## config.mk

```make
export PLATFORM = sky130hd
export DESIGN_NAME = pin_irq_unit
export DESIGN_NICKNAME = d
export VERILOG_FILES = /design/src/rtl/pin_irq_pkg.sv /design/src/rtl/pin_irq_sync.sv /design/src/rtl/pin_irq_regs.sv /design/src/rtl/pin_irq_chan.sv /design/src/rtl/pin_irq_unit.sv
export SDC_FILE = /design/constraint.sdc
export NUM_CORES = 1
export LEC_CHECK = 0
export ABC_AREA = 0
export BUFFER_PORTS_ARGS = -buffer_cell sky130_fd_sc_hd__buf_2
export CAP_MARGIN = 20
export CORE_UTILIZATION = 40
export DETAILED_ROUTE_END_ITERATION = 8
export PLACE_DENSITY = 0.68
export RECOVER_POWER = 100
export SLEW_MARGIN = 20
export SYNTH_ARGS = -nofsm -noshare
export SYNTH_HDL_FRONTEND = slang
export SYNTH_SLANG_ARGS = --single-unit
```

## constraint.sdc

```tcl
create_clock -name clk -period 2.82 [get_ports clk]
set_clock_uncertainty 0.05 [all_clocks]
set_input_delay 0.564 -clock clk [delete_from_list [all_inputs] [get_ports clk]]
set_output_delay 0.564 -clock clk [all_outputs]
set_load 0.005 [all_outputs]
```

## src/rtl/pin_irq_pkg.sv

```systemverilog
package pin_irq_pkg;

  typedef enum logic [2:0] {
    RS_MODE     = 3'd0,
    RS_FALL     = 3'd1,
    RS_FALL_SET = 3'd2,
    RS_FALL_CLR = 3'd3,
    RS_RISE     = 3'd4,
    RS_RISE_SET = 3'd5,
    RS_RISE_CLR = 3'd6,
    RS_STATUS   = 3'd7
  } reg_sel_e;

  // Level request: enabled and pin at the chosen level (hi_sel=1 -> HIGH)
  function automatic logic level_req(logic pin, logic hi_sel, logic en);
    return en & (hi_sel ? pin : ~pin);
  endfunction

  // Edge hit: any detected edge whose enable is on
  function automatic logic edge_req(logic rise, logic fall,
                                    logic rise_en, logic fall_en);
    return (rise & rise_en) | (fall & fall_en);
  endfunction

  // Next value of one enable bit; set alias wins over clear alias
  function automatic logic en_next(logic cur, logic wr_plain, logic wr_set,
                                   logic wr_clr, logic d);
    logic nxt;
    nxt = cur;
    if (wr_plain)        nxt = d;
    else if (wr_set & d) nxt = 1'b1;
    else if (wr_clr & d) nxt = 1'b0;
    return nxt;
  endfunction

endpackage

```

## src/rtl/pin_irq_sync.sv

```systemverilog
module pin_irq_sync #(
  parameter int unsigned N_CH        = 8,
  parameter int unsigned SYNC_STAGES = 2
) (
  input  logic            clk,
  input  logic            rst_n,
  input  logic [N_CH-1:0] pin_raw,
  output logic [N_CH-1:0] pin_s,
  output logic [N_CH-1:0] rise_o,
  output logic [N_CH-1:0] fall_o
);
  localparam int unsigned LAST = SYNC_STAGES - 1;

  logic [N_CH-1:0] st_q [SYNC_STAGES];
  logic [N_CH-1:0] prev_q;

  always_ff @(posedge clk or negedge rst_n) begin
    if (!rst_n) begin
      for (int k = 0; k < SYNC_STAGES; k++) st_q[k] <= '0;
      prev_q <= '0;
    end else begin
      st_q[0] <= pin_raw;
      for (int k = 1; k < SYNC_STAGES; k++) st_q[k] <= st_q[k-1];
      prev_q <= st_q[LAST];
    end
  end

  assign pin_s  = st_q[LAST];
  assign rise_o = pin_s & ~prev_q;
  assign fall_o = ~pin_s & prev_q;

endmodule

```

## src/rtl/pin_irq_regs.sv

```systemverilog
module pin_irq_regs
  import pin_irq_pkg::*;
#(
  parameter int unsigned N_CH   = 8,
  parameter int unsigned DATA_W = 32
) (
  input  logic              clk,
  input  logic              rst_n,
  input  logic              we,
  input  logic [2:0]        addr,
  input  logic [DATA_W-1:0] wdata,
  input  logic [N_CH-1:0]   stat_q,
  output logic [N_CH-1:0]   mode_q,
  output logic [N_CH-1:0]   fall_q,
  output logic [N_CH-1:0]   rise_q,
  output logic [N_CH-1:0]   stat_clr,
  output logic [DATA_W-1:0] rdata
);
  reg_sel_e        sel;
  logic [N_CH-1:0] wd;
  logic [N_CH-1:0] fall_d, rise_d;
  logic            unused_hi;

  assign sel       = reg_sel_e'(addr);
  assign wd        = wdata[N_CH-1:0];
  assign unused_hi = ^wdata[DATA_W-1:N_CH];

  logic wr_mode, wr_fall, wr_fall_set, wr_fall_clr;
  logic wr_rise, wr_rise_set, wr_rise_clr, wr_stat;
  assign wr_mode     = we && sel == RS_MODE;
  assign wr_fall     = we && sel == RS_FALL;
  assign wr_fall_set = we && sel == RS_FALL_SET;
  assign wr_fall_clr = we && sel == RS_FALL_CLR;
  assign wr_rise     = we && sel == RS_RISE;
  assign wr_rise_set = we && sel == RS_RISE_SET;
  assign wr_rise_clr = we && sel == RS_RISE_CLR;
  assign wr_stat     = we && sel == RS_STATUS;

  for (genvar b = 0; b < N_CH; b++) begin : g_bit
    assign fall_d[b] = en_next(fall_q[b], wr_fall, wr_fall_set, wr_fall_clr, wd[b]);
    assign rise_d[b] = en_next(rise_q[b], wr_rise, wr_rise_set, wr_rise_clr, wd[b]);
  end

  always_ff @(posedge clk or negedge rst_n) begin
    if (!rst_n) begin
      mode_q <= '0;
      fall_q <= '0;
      rise_q <= '0;
    end else begin
      if (wr_mode) mode_q <= wd;
      fall_q <= fall_d;
      rise_q <= rise_d;
    end
  end

  assign stat_clr = wr_stat ? wd : '0;

  always_comb begin
    rdata = '0;
    case (sel)
      RS_MODE:   rdata[N_CH-1:0] = mode_q;
      RS_FALL:   rdata[N_CH-1:0] = fall_q;
      RS_RISE:   rdata[N_CH-1:0] = rise_q;
      RS_STATUS: rdata[N_CH-1:0] = stat_q;
      default:   rdata = '0;
    endcase
  end


  fall_set_chk: assert property (@(posedge clk) disable iff (!rst_n)
    wr_fall_set |=> ((fall_q & $past(wd)) == $past(wd)));

  rise_set_chk: assert property (@(posedge clk) disable iff (!rst_n)
    wr_rise_set |=> ((rise_q & $past(wd)) == $past(wd)));

  fall_clr_chk: assert property (@(posedge clk) disable iff (!rst_n)
    wr_fall_clr |=> ((fall_q & $past(wd)) == '0));

  rise_clr_chk: assert property (@(posedge clk) disable iff (!rst_n)
    wr_rise_clr |=> ((rise_q & $past(wd)) == '0));

  mode_hold_chk: assert property (@(posedge clk) disable iff (!rst_n)
    !wr_mode |=> $stable(mode_q));

endmodule

```

## src/rtl/pin_irq_chan.sv

```systemverilog
module pin_irq_chan
  import pin_irq_pkg::*;
(
  input  logic clk,
  input  logic rst_n,
  input  logic mode,
  input  logic fall_en,
  input  logic rise_en,
  input  logic pin_s,
  input  logic rise,
  input  logic fall,
  input  logic clr,
  output logic stat_q,
  output logic irq
);
  logic edge_set;

  assign edge_set = !mode && edge_req(rise, fall, rise_en, fall_en);

  always_ff @(posedge clk or negedge rst_n) begin
    if (!rst_n)        stat_q <= 1'b0;
    else if (edge_set) stat_q <= 1'b1;
    else if (clr)      stat_q <= 1'b0;
  end

  assign irq = mode ? level_req(pin_s, fall_en, rise_en) : stat_q;


  edge_latch_chk: assert property (@(posedge clk) disable iff (!rst_n)
    edge_set |=> stat_q);

  w1c_clear_chk: assert property (@(posedge clk) disable iff (!rst_n)
    (clr && !edge_set) |=> !stat_q);

  no_spurious_status_chk: assert property (@(posedge clk) disable iff (!rst_n)
    !edge_set |=> !$rose(stat_q));

  level_quiet_chk: assert property (@(posedge clk) disable iff (!rst_n)
    (mode && !rise_en) |-> !irq);

endmodule

```

## src/rtl/pin_irq_unit.sv

```systemverilog
module pin_irq_unit #(
  parameter int unsigned N_CH        = 8,
  parameter int unsigned DATA_W      = 32,
  parameter int unsigned SYNC_STAGES = 2
) (
  input  logic              clk,
  input  logic              rst_n,
  input  logic [N_CH-1:0]   pin_in,
  input  logic              bus_we,
  input  logic [2:0]        bus_addr,
  input  logic [DATA_W-1:0] bus_wdata,
  output logic [DATA_W-1:0] bus_rdata,
  output logic [N_CH-1:0]   irq_o
);
  logic [N_CH-1:0] pin_s, rise, fall;
  logic [N_CH-1:0] mode_q, fall_q, rise_q, stat_q, stat_clr;

  pin_irq_sync #(.N_CH(N_CH), .SYNC_STAGES(SYNC_STAGES)) u_sync (
    .clk(clk), .rst_n(rst_n), .pin_raw(pin_in),
    .pin_s(pin_s), .rise_o(rise), .fall_o(fall)
  );

  pin_irq_regs #(.N_CH(N_CH), .DATA_W(DATA_W)) u_regs (
    .clk(clk), .rst_n(rst_n), .we(bus_we), .addr(bus_addr),
    .wdata(bus_wdata), .stat_q(stat_q), .mode_q(mode_q),
    .fall_q(fall_q), .rise_q(rise_q), .stat_clr(stat_clr),
    .rdata(bus_rdata)
  );

  for (genvar c = 0; c < N_CH; c++) begin : g_ch
    pin_irq_chan u_ch (
      .clk(clk), .rst_n(rst_n), .mode(mode_q[c]), .fall_en(fall_q[c]),
      .rise_en(rise_q[c]), .pin_s(pin_s[c]), .rise(rise[c]),
      .fall(fall[c]), .clr(stat_clr[c]), .stat_q(stat_q[c]),
      .irq(irq_o[c])
    );
  end


  reserved_zero_chk: assert property (@(posedge clk) disable iff (!rst_n)
    bus_rdata[DATA_W-1:N_CH] == '0);

  edge_irq_chk: assert property (@(posedge clk) disable iff (!rst_n)
    ((irq_o & ~mode_q) == (stat_q & ~mode_q)));

endmodule

```

* After elaboration in Yosys (flattened, before gate mapping)
Cells that the tools add are included.
Storage, ports and cells: register bits after elaboration 56, latch bits 0, memory bits (writable) 0, memory bits (read-only) 0, word-level logic and storage cells 242, memories 0
Operators by class: add/subtract/negate cells 0, multiply operators 0, div/mod/pow operators 0, magnitude comparators 0, eq/ne operators 7, shift operators 0, multiplexer cells 82, bitwise operators 76, reductions and logical operators 49
Operators with widths (count):
- two-way mux 1 bit | 80
- AND 1 bit | 56
- nonzero test 3 bit | 16
- case mux 8 bit (4 select lines) | 1
- AND 8 bit | 2
- logical AND 1 bit | 16
- NOT 8 bit | 2
- nonzero test 2 bit | 8
- equality test 3 bit (second input constant) | 4
- logical NOT 1 bit | 8
- two-way mux 8 bit | 1
- NOT 1 bit | 8
- OR 1 bit | 8
- equality test 3 x 2 -> 1 bit (second input constant) | 2
- equality test 3 x 1 -> 1 bit (second input constant) | 1
- logical NOT 3 bit | 1

* Depth between registers and ports, before layout
Gate-level depths: netlist (run 1).
depth in word-level cells 6, mapped depth 4, depth with buffers taken out 3

* Hierarchy
From an unflattened synthesis (run 1), not the netlist that was laid out.
Second synthesis, totals: cell total of the unflattened synthesis 252, area total of the unflattened synthesis 2812.7 sq um
Modules (own cells, without submodules):
- pin_irq_regs | instances 1, cells each 148, area each 1521.5 sq um, seq. area each 600.6 sq um
- pin_irq_sync | instances 1, cells each 48, area each 800.8 sq um, seq. area each 600.6 sq um
- pin_irq_chan | instances 8, cells each 7, area each 61.3 sq um, seq. area each 25.0 sq um

* Least setup slack after synthesis (run 1)
Ideal clock, no wire load.
path type input port to output port, from in bus_addr[2], to out bus_rdata[0], arrival 1.195 ns, data required time 2.206 ns, setup slack 1.011 ns, cell stages on the path 3, buffers on the path 1, cell sequence or2_2 -> buf_1 -> o22ai_1
Between the ends: cells in the longest elaborated chain, start to end 2, elaborated cells on any way between the ends 5
RTL lines:
- from (decl) | line pin_irq_unit.sv:10 | input logic [2:0] bus_addr,
- equality test 3 bit (tied with other cells) | line pin_irq_regs.sv:60 | case (sel)
- case mux 8 bit (4 select lines) (*) | line pin_irq_regs.sv:60
- to (decl) | line pin_irq_unit.sv:12 | output logic [DATA_W-1:0] bus_rdata,
Every way passes the cells marked *; elsewhere a longest branch is shown, timed or not.

* Final worst setup path (run 1)
from in bus_addr[0], to reg u_regs.mode_q[6]
Between the ends: cells in the longest elaborated chain, start to end 2
RTL lines:
- logical NOT 3 bit | line pin_irq_regs.sv:30 | assign wr_mode = we && sel == RS_MODE;
- logical AND 1 bit | line pin_irq_regs.sv:30
- to (signal assigned) | line pin_irq_regs.sv:50 | if (wr_mode) mode_q <= wd;
- to (decl) | line pin_irq_regs.sv:13 | output logic [N_CH-1:0] mode_q,
No other way between the ends. A chain may end at the register's enable or synchronous reset.

==> results of run 1 <==
-- per-stage QoR --
step	std cells	power, W	instance area [sq um]
after floorplan	276	0.00136	2870
after global routing	366	0.00198	2930
final	366	0.00187	2930
after detailed placement	358	0.00145	2890
after CTS	366	0.00190	2980
after global placement	358	0.00143	2890
-- synthesized netlist by cell type --
master	number	area (sq um)
a21oi_1	16	80.1
a22o_1	9	78.8
a22o_2	7	70.1
a22oi_1	8	60.1
and2_1	1	6.26
and3b_1	1	8.76
and3b_2	1	10.0
and4_1	1	8.76
buf_1	1	3.75
buf_2	3	15.0
buf_4	34	255
buf_8	1	15.0
conb_1	1	3.75
dfrtp_1	56	1400
inv_1	9	33.8
mux2_2	8	90.1
mux2i_1	8	80.1
nand2_1	17	63.8
nand2b_1	8	50.1
nand2b_4	1	13.8
nand3_1	8	40.0
nand3b_1	16	120
nor2_1	1	3.75
nor2_2	1	6.26
nor2_4	1	11.3
nor3_4	1	16.3
o21ai_0	8	40.0
o22ai_1	8	50.1
or2_1	8	50.1
or2_2	1	6.26
xnor2_1	8	70.1
xnor2_2	1	16.3
-- path summary, 6_finish.rpt --
check                                 startpoint                   to  slack [ns]  depth (start not counted)
worst max-delay path                 bus_addr[0]     u_regs.mode_q[6]        0.29                          4
worst min-delay path                   pin_in[0]       u_sync.st_q[8]        0.30                          1
worst max register to register  u_regs.fall_q[1]  g_ch[1].u_ch.stat_q        1.82                          3
worst min register to register   u_sync.st_q[14]      u_sync.pin_s[6]        0.31                          0
max in group asynchronous                  rst_n      u_sync.st_q[14]        0.68                          2
min in group asynchronous                  rst_n      u_sync.pin_s[7]        0.72                          1
-- area by class of cell --
cell class                 instances  area (sq um)
inverter                           9          33.8
clock buffer                       8          90.1
multi-input combinational        172          1110
timing repair buffer              41           185
tap                               80           100
sequential                        56          1400
fill                             661          3830
-- kinds of logic (layout without fill, tap and decap cells) --
kind of cell	count (synthesis)	in the layout	share of synthesized area (%)
multiplexers	16	16	6.12
AO/OA/AOI/OAI	56	56	13.6
XOR/XNOR	9	9	3.11
AND/OR/NAND/NOR	67	67	14.9
buffers and inverters	48	58	11.6
other	1	24	0.135
flip-flops	56	56	50.4
-- critical path: stages --
cell,delay [ns]
buf_2,0.18
clkbuf_1,0.26
nor3_1,1.23
mux2_2,0.43
-- report_power, final --
group / internal, W / switching, W
combinational: 0.000192 / 0.000185
sequential: 0.000918 / 0.000123
clock: 0.000201 / 0.000253
-- flip-flops by register name, indices dropped and copies added, names as in the netlist --
| register | count |
|---|---|
| g_ch.u_ch.stat_q | 8 |
| u_regs.fall_q | 8 |
| u_regs.mode_q | 8 |
| u_regs.rise_q | 8 |
| u_sync.pin_s | 8 |
| u_sync.prev_q | 8 |
| u_sync.st_q | 8 |
-- routing by layer --
layer  track usage, %  up-vias  wire (um)  part of all wire, %
met5                0        -          0                    0
met4             4.55        0         79                  1.3
met3             3.60        7        269                  4.6
met2             27.6       61       2890                   49
met1             23.0      970       2650                   45
li1                 -      890          -                    -
==> results.toml, run 1 <==
[status]
outcome = "finished, violations left"
violations = "max-capacitance violations, max-slew violations"

[floorplan]
die-area_sq_um = 7280
core_sq_um = 6760
io_pins = 86
initial_core_util_pct = 41.1
fp-row-count = 30
die_y_um = 85.4
die_x_um = 85.4

[synthesis]
avgSynthCellArea_sq_um = 11.0
yosysWarnings = 0
ys_types = 32
netlist_area_sq_um = 2780
ys_ff_latch = 56
ys_seq_area_share_pct = 50.4
synth_cells = 253

[finish]
antenna_cells = 0
area_delta_synth_final_pct = 5.27
final_cell_mix = "dfrtp_1 (56), conb_1 (24), clkbuf_1 (20), buf_2 (20), nand2_1 (17)"
final_util_pct = 43.3
drive_gt1_share_pct = 16.8
nets = 331
mostFrequentLayoutCell = "dfrtp_1"

[sta]
fmax_mhz = 396
setup_ws_ns = 0.293
worst_slew_pin_slew_ns = 1.92
setup_tns_ns = 0
setup_viol = 0
hold_ws_ns = 0.302
layout_min_cycle_time_ns = 2.53
rsz0062_at_grt = "false"
fin_crit_sh_pct = 89.6
relSlewSlack_pct = -27.8
maxSlewViolCount = 45
hold_viol_final = 0

[place]
gp_congestion = 0.750
dpl.hpwl_mm = 4.10
portBuffers = 37
pre_cts_ws_ns = 0.508

[setup_path]
start_kind = "input pin"
cp_data_arrival_time_ns = 2.68
path_max_fanout = 10
crit_required_ns = 2.97
endpoint_kind = "register"
criticalPathCategory = "input pin to register"

[global_route]
grt_pass1_wl_mm = 9.38
grt_max_degree = 36
track_usage_pct = 16.9
grt_pass1_vias = 1902
antenna_found_initial = 0
grt_overflow = 0

[detailed_routing]
num_vias = 1928
drt-initial-drc-count = 113
ant_nets = 0
wirelength_mm = 5.89
vias_per_cell = 5.27
first_pass_iters = 4
drcViolationCount = 0
wl_per_cell_um = 16.1

[clock_network]
cts_tree = "yes"
cts_resized = 0
cts_root_buf = "clkbuf_8"
insertion_delay_ns = 0.31
clk_pin_slew_ns = 0.10
cts_buffers = 5
cts_htree_levels = 2
cts_post_setup_buffers_inserted = 0
ctsHoldBuffers = 0
cts.sinks = 56
clk_path_buf_depth = 2

[pwr]
peakVddDrop_v = 0.000275
p_per_area_nw_per_um2 = 640
p_leak_nw = 1.30

[hold_path]
hp-class = "input pin to register"

[flow_run]
cap_viol_max_count = 2
Note: power is estimated with default switching activity, not from simulation.
==> run 2: changes to the inputs <==
--- a/config.mk
+++ b/config.mk
@@ -5,12 +5,12 @@
 export SDC_FILE = /design/constraint.sdc
 export NUM_CORES = 1
 export LEC_CHECK = 0
-export ABC_AREA = 0
+export ABC_AREA = 1
 export BUFFER_PORTS_ARGS = -buffer_cell sky130_fd_sc_hd__buf_2
 export CAP_MARGIN = 20
 export CORE_UTILIZATION = 40
 export DETAILED_ROUTE_END_ITERATION = 8
-export PLACE_DENSITY = 0.68
+export PLACE_DENSITY = 0.67
 export RECOVER_POWER = 100
 export SLEW_MARGIN = 20
 export SYNTH_ARGS = -nofsm -noshare
==> results.toml, run 2 <==
[clock_network]
cts_resized = 0
insertion_delay_ns = 0.31
clk_pin_slew_ns = 0.10
cts_buffers = 5
cts_post_setup_buffers_inserted = 0
cts_htree_levels = 2
ctsHoldBuffers = 0
cts_root_buf = "clkbuf_8"
cts_tree = "yes"
clk_path_buf_depth = 2
cts.sinks = 56

[place]
dpl.hpwl_mm = 4.38
portBuffers = 37
gp_congestion = 0.831

[synthesis]
ys_seq_area_share_pct = 47.1
synth_common_cells = "nand2_1 (108), dfrtp_1 (56), nand3_1 (39), buf_4 (32), inv_1 (25)"
synth-main-ff-cell = "dfrtp_1"
ys_ff_latch = 56
ys_types = 21
yosysWarnings = 0
async_flop_share_pct = 100
synth_edf_count = 0
avgSynthCellArea_sq_um = 8.30
synth_area_leader_cell = "dfrtp_1"
synth_area_leaders = "dfrtp_1 (47%), nand2_1 (14%), buf_4 (8.1%), nand3_1 (6.6%), nand4_1 (5.1%)"
yosysMostFrequentCell = "nand2_1"
synth.top_cell.area_share_pct = 47.1
synth_cells = 358
netlist_area_sq_um = 2970

[status]
outcome = "complete, no violations"

[finish]
nets = 435
antenna_cells = 0
mostFrequentLayoutCell = "nand2_1"
final_cell_mix = "nand2_1 (110), dfrtp_1 (56), nand3_1 (39)"
area_delta_synth_final_pct = 4.97
drive_gt1_share_pct = 13.8

[setup_path]
path_max_fanout = 12
path_delay_family = "simple AND/OR/NAND/NOR gates"
cp_common_cell = "buf_2"
crit_required_ns = 2.21
worstSetupPathDepth = 6
path_buf_inv = 3
slowest_delay_ns = 0.45
start_kind = "input pin"
slowest_stage = "nor2_2"
crit_end = "bus_rdata[7]"
cp-startpoint = "bus_addr[2]"
cp_data_arrival_time_ns = 1.89
rr_startpoint = "u_regs.fall_q[5]"
rrSetupSlack_ns = 1.92
crit_chain = "buf_2, inv_2, nor2_2, nand2_1, nand4_1, buf_2"
criticalPathCategory = "input pin to output port"
ff2ff_path_depth = 4
reg2reg_to = "g_ch[5].u_ch.stat_q"
endpoint_kind = "output port"

[floorplan]
die_x_um = 88.2
core_sq_um = 7210
initial_core_util_pct = 41.2
io_pins = 86
die-area_sq_um = 7780
die_y_um = 88.2
fp-row-count = 31

[sta]
relSlewSlack_pct = 7.57
fin_crit_sh_pct = 88.6
fmax_mhz = 400
layout_min_cycle_time_ns = 2.50
hold_viol_final = 0
setup_tns_ns = 0
setup_viol = 0
rsz0062_at_grt = "false"
maxSlewViolCount = 0
worst_slew_pin_slew_ns = 1.39
hold_ws_ns = 0.294

[global_route]
grt_max_degree = 27
track_usage_pct = 17.5
antenna_found_initial = 0
grt_overflow = 0
grt_pass1_wl_mm = 10.4
grt_pass1_vias = 2198

[detailed_routing]
drcViolationCount = 0
ant_nets = 0
num_vias = 2365
drt-initial-drc-count = 137
first_pass_iters = 5
wirelength_mm = 6.34
vias_per_cell = 4.84
wl_per_cell_um = 13.0

[hold_path]
hp-class = "input pin to register"

[pwr]
p_leak_nw = 1.54
p_per_area_nw_per_um2 = 598
peakVddDrop_v = 0.000262

[flow_run]
cap_viol_max_count = 0
run 2: worst min-delay path by stage:
stage / start / to / slack [ns] / cells after the start
finish: pin_in[3] / u_sync.st_q[11] / 0.29 / 1
global route: pin_in[6] / u_sync.st_q[14] / 0.28 / 1
CTS: rst_n / u_regs.rise_q[7] / 0.20 / 1
detailed placement: u_sync.st_q[12] / u_sync.pin_s[4] / 0.29 / 0
global placement: u_sync.st_q[14] / u_sync.pin_s[6] / 0.28 / 0
floorplan: rst_n / g_ch[0].u_ch.stat_q / 0.22 / 0
run 2: report_power, final:
group | total, W | internal (W) | switching, W
registers | 0.00100 | 0.000915 | 0.0000885
logic | 0.000394 | 0.000147 | 0.000247
clock network | 0.000468 | 0.000200 | 0.000268
total | 0.00187 | 0.00126 | 0.000603
run 2: cell type report:
cell class / count / area (sq um)
Clock inverter: 1 / 7.51
Fill cell: 752 / 4090
Clock buffer: 7 / 86.3
Inverter: 30 / 115
Multi-Input combinational cell: 256 / 1200
Timing Repair Buffer: 40 / 184
Tap cell: 99 / 124
Sequential cell: 56 / 1400
run 2: stage by stage:
stage                     cells  area (sq um)  worst slack, ns  utilization, %  power, W
after detailed placement    481          3080            0.436            42.8   0.00143
after global routing        489          3120            0.232            43.3   0.00198
after floorplan             381          3060             1.06               -   0.00134
after global placement      481          3080            0.454            42.8   0.00141
after CTS                   489          3180            0.433            44.1   0.00190
final                       489          3120            0.321            43.3   0.00187
run 2: kinds of logic after synthesis:
family	after synthesis	synth area share [%]
DFF	56	47.1
buffers and inverters	69	14.2
and+or+nand+nor	202	31.9
AOI/OAI and AO/OA	30	6.65
other	1	0.126
run 2: layer usage:
metal / share of wire [%] / routed length (um) / track usage [%]
met5: 0 / 0 / 0
met4: 1.3 / 85 / 4.99
met3: 5.1 / 324 / 3.73
met2: 48 / 3040 / 29.5
met1: 46 / 2900 / 22.8
==> run 3: changes to the inputs <==
--- a/config.mk
+++ b/config.mk
@@ -9,9 +9,10 @@
 export BUFFER_PORTS_ARGS = -buffer_cell sky130_fd_sc_hd__buf_2
 export CAP_MARGIN = 20
 export CORE_UTILIZATION = 40
+export CTS_CLUSTER_DIAMETER = 50
 export DETAILED_ROUTE_END_ITERATION = 8
 export PLACE_DENSITY = 0.67
-export RECOVER_POWER = 100
+export RECOVER_POWER = 25
 export SLEW_MARGIN = 20
 export SYNTH_ARGS = -nofsm -noshare
 export SYNTH_HDL_FRONTEND = slang
==> results.toml, run 3 (synthesized netlist as in run 2, its figures left out) <==
[detailed_routing]
ant_nets = 0
wl_per_cell_um = 13.0
vias_per_cell = 4.80
drcViolationCount = 0
drt-initial-drc-count = 141
first_pass_iters = 4
num_vias = 2348
wirelength_mm = 6.36

[setup_path]
endpoint_kind = "output port"
crit_required_ns = 2.21
cp_data_arrival_time_ns = 1.76
cp_common_cell = "buf_2"
path_delay_family = "buffers and inverters"
worstSetupPathDepth = 6
path_max_fanout = 12
ff2ff_path_depth = 5
criticalPathCategory = "input pin to output port"
slowest_delay_ns = 0.32
start_kind = "input pin"
path_buf_inv = 3
crit_chain = "buf_2, inv_2, nor2_4, nand2_1, nand4_1, buf_2"
slowest_stage = "buf_2"

[clock_network]
cts_htree_levels = 2
cts_buffers = 5
cts.sinks = 56
cts_tree = "yes"
clk_pin_slew_ns = 0.10
ctsHoldBuffers = 0
cts_root_buf = "clkbuf_8"
cts_post_setup_buffers_inserted = 0
insertion_delay_ns = 0.32
cts_resized = 0
clk_path_buf_depth = 2

[global_route]
grt_pass1_wl_mm = 10.4
grt_overflow = 0
grt_max_degree = 27
track_usage_pct = 17.5
antenna_found_initial = 0
grt_pass1_vias = 2198

[sta]
fmax_mhz = 420
setup_tns_ns = 0
fin_crit_sh_pct = 84.3
hold_viol_final = 0
hold_ws_ns = 0.293
rsz0062_at_grt = "false"
layout_min_cycle_time_ns = 2.38
relSlewSlack_pct = 5.13
worst_slew_pin_slew_ns = 1.42
setup_viol = 0
maxSlewViolCount = 0

[floorplan]
die-area_sq_um = 7780
initial_core_util_pct = 41.2
core_sq_um = 7210
die_y_um = 88.2
fp-row-count = 31
die_x_um = 88.2
io_pins = 86

[finish]
final_util_pct = 44.0
final_cell_mix = "nand2_1 (108), dfrtp_1 (56), nand3_1 (39)"
antenna_cells = 0
final_cells = 489
mostFrequentLayoutCell = "nand2_1"
nets = 435
drive_gt1_share_pct = 18.5
area_delta_synth_final_pct = 6.86

[hold_path]
holdPathStages = 1
hp-class = "input pin to register"

[status]
outcome = "complete, no violations"

[place]
place_inst = 481
portBuffers = 37
dpl.hpwl_mm = 4.38
gp_congestion = 0.831

[pwr]
p_total_w = 0.00188
p_leak_nw = 1.60
peakVddDrop_v = 0.000264
p_per_area_nw_per_um2 = 593

[flow_run]
cap_viol_max_count = 0
[run 3: changes by cell type in the layout (fill, tap and decap cells not counted), moves of 3 or more]
cell / change
clkbuf_2: -3
clkbuf_1: -12
buf_4: +3
buf_2: +12
[run 3: per-layer routing]
layer  part of all wire [%]  global-route usage (%)  up-vias
met3                    5.2                    3.73        9
met5                      0                       0        -
met4                    1.4                    4.99        0
met2                     48                    29.5       63
li1                       -                       -     1174
met1                     46                    22.8     1102
[run 3: layout make-up]
| cell class | count | area (sq um) |
|---|---|---|
| fillers | 743 | 4040 |
| clock buffers | 7 | 86.3 |
| multi-input cells | 256 | 1240 |
| well taps | 99 | 124 |
| inverters | 30 | 115 |
| repair buffers | 40 | 206 |
| flip-flops and latches | 56 | 1400 |
| clock inverters | 1 | 7.51 |
[run 3: worst paths after layout]
check,startpoint,slack (ns),end
setup reg to reg,u_sync.pin_s[3],1.93,g_ch[3].u_ch.stat_q
setup / recovery,bus_addr[2],0.44,bus_rdata[7]
min in group asynchronous,rst_n,0.50,u_regs.rise_q[7]
hold reg to reg,u_sync.st_q[11],0.31,u_sync.pin_s[3]
max in group asynchronous,rst_n,1.28,u_regs.rise_q[1]
hold / removal,pin_in[0],0.29,u_sync.st_q[8]
[run 3: through the flow]
| step | setup slack [ns] | area [sq um] |
|---|---|---|
| after detailed placement | 0.436 | 3080 |
| after CTS | 0.433 | 3180 |
| after global routing | 0.373 | 3180 |
| after floorplan | 1.06 | 3060 |
| final | 0.441 | 3180 |
| after global placement | 0.454 | 3080 |
[run 3: where the power goes]
group | internal [W] | total, W | switching [W]
clock | 0.000200 | 0.000471 | 0.000270
combinational | 0.000159 | 0.000409 | 0.000250
sequential | 0.000915 | 0.00100 | 0.0000884
total | 0.00127 | 0.00188 | 0.000608
[run 3: worst register-to-register path, stage by stage, from the launching register on]
cell and delay, ns:
dfrtp_1 0.41, inv_1 0.10, nand2_1 0.07, nand2_1 0.06, nand3_1 0.09, nand2_1 0.06
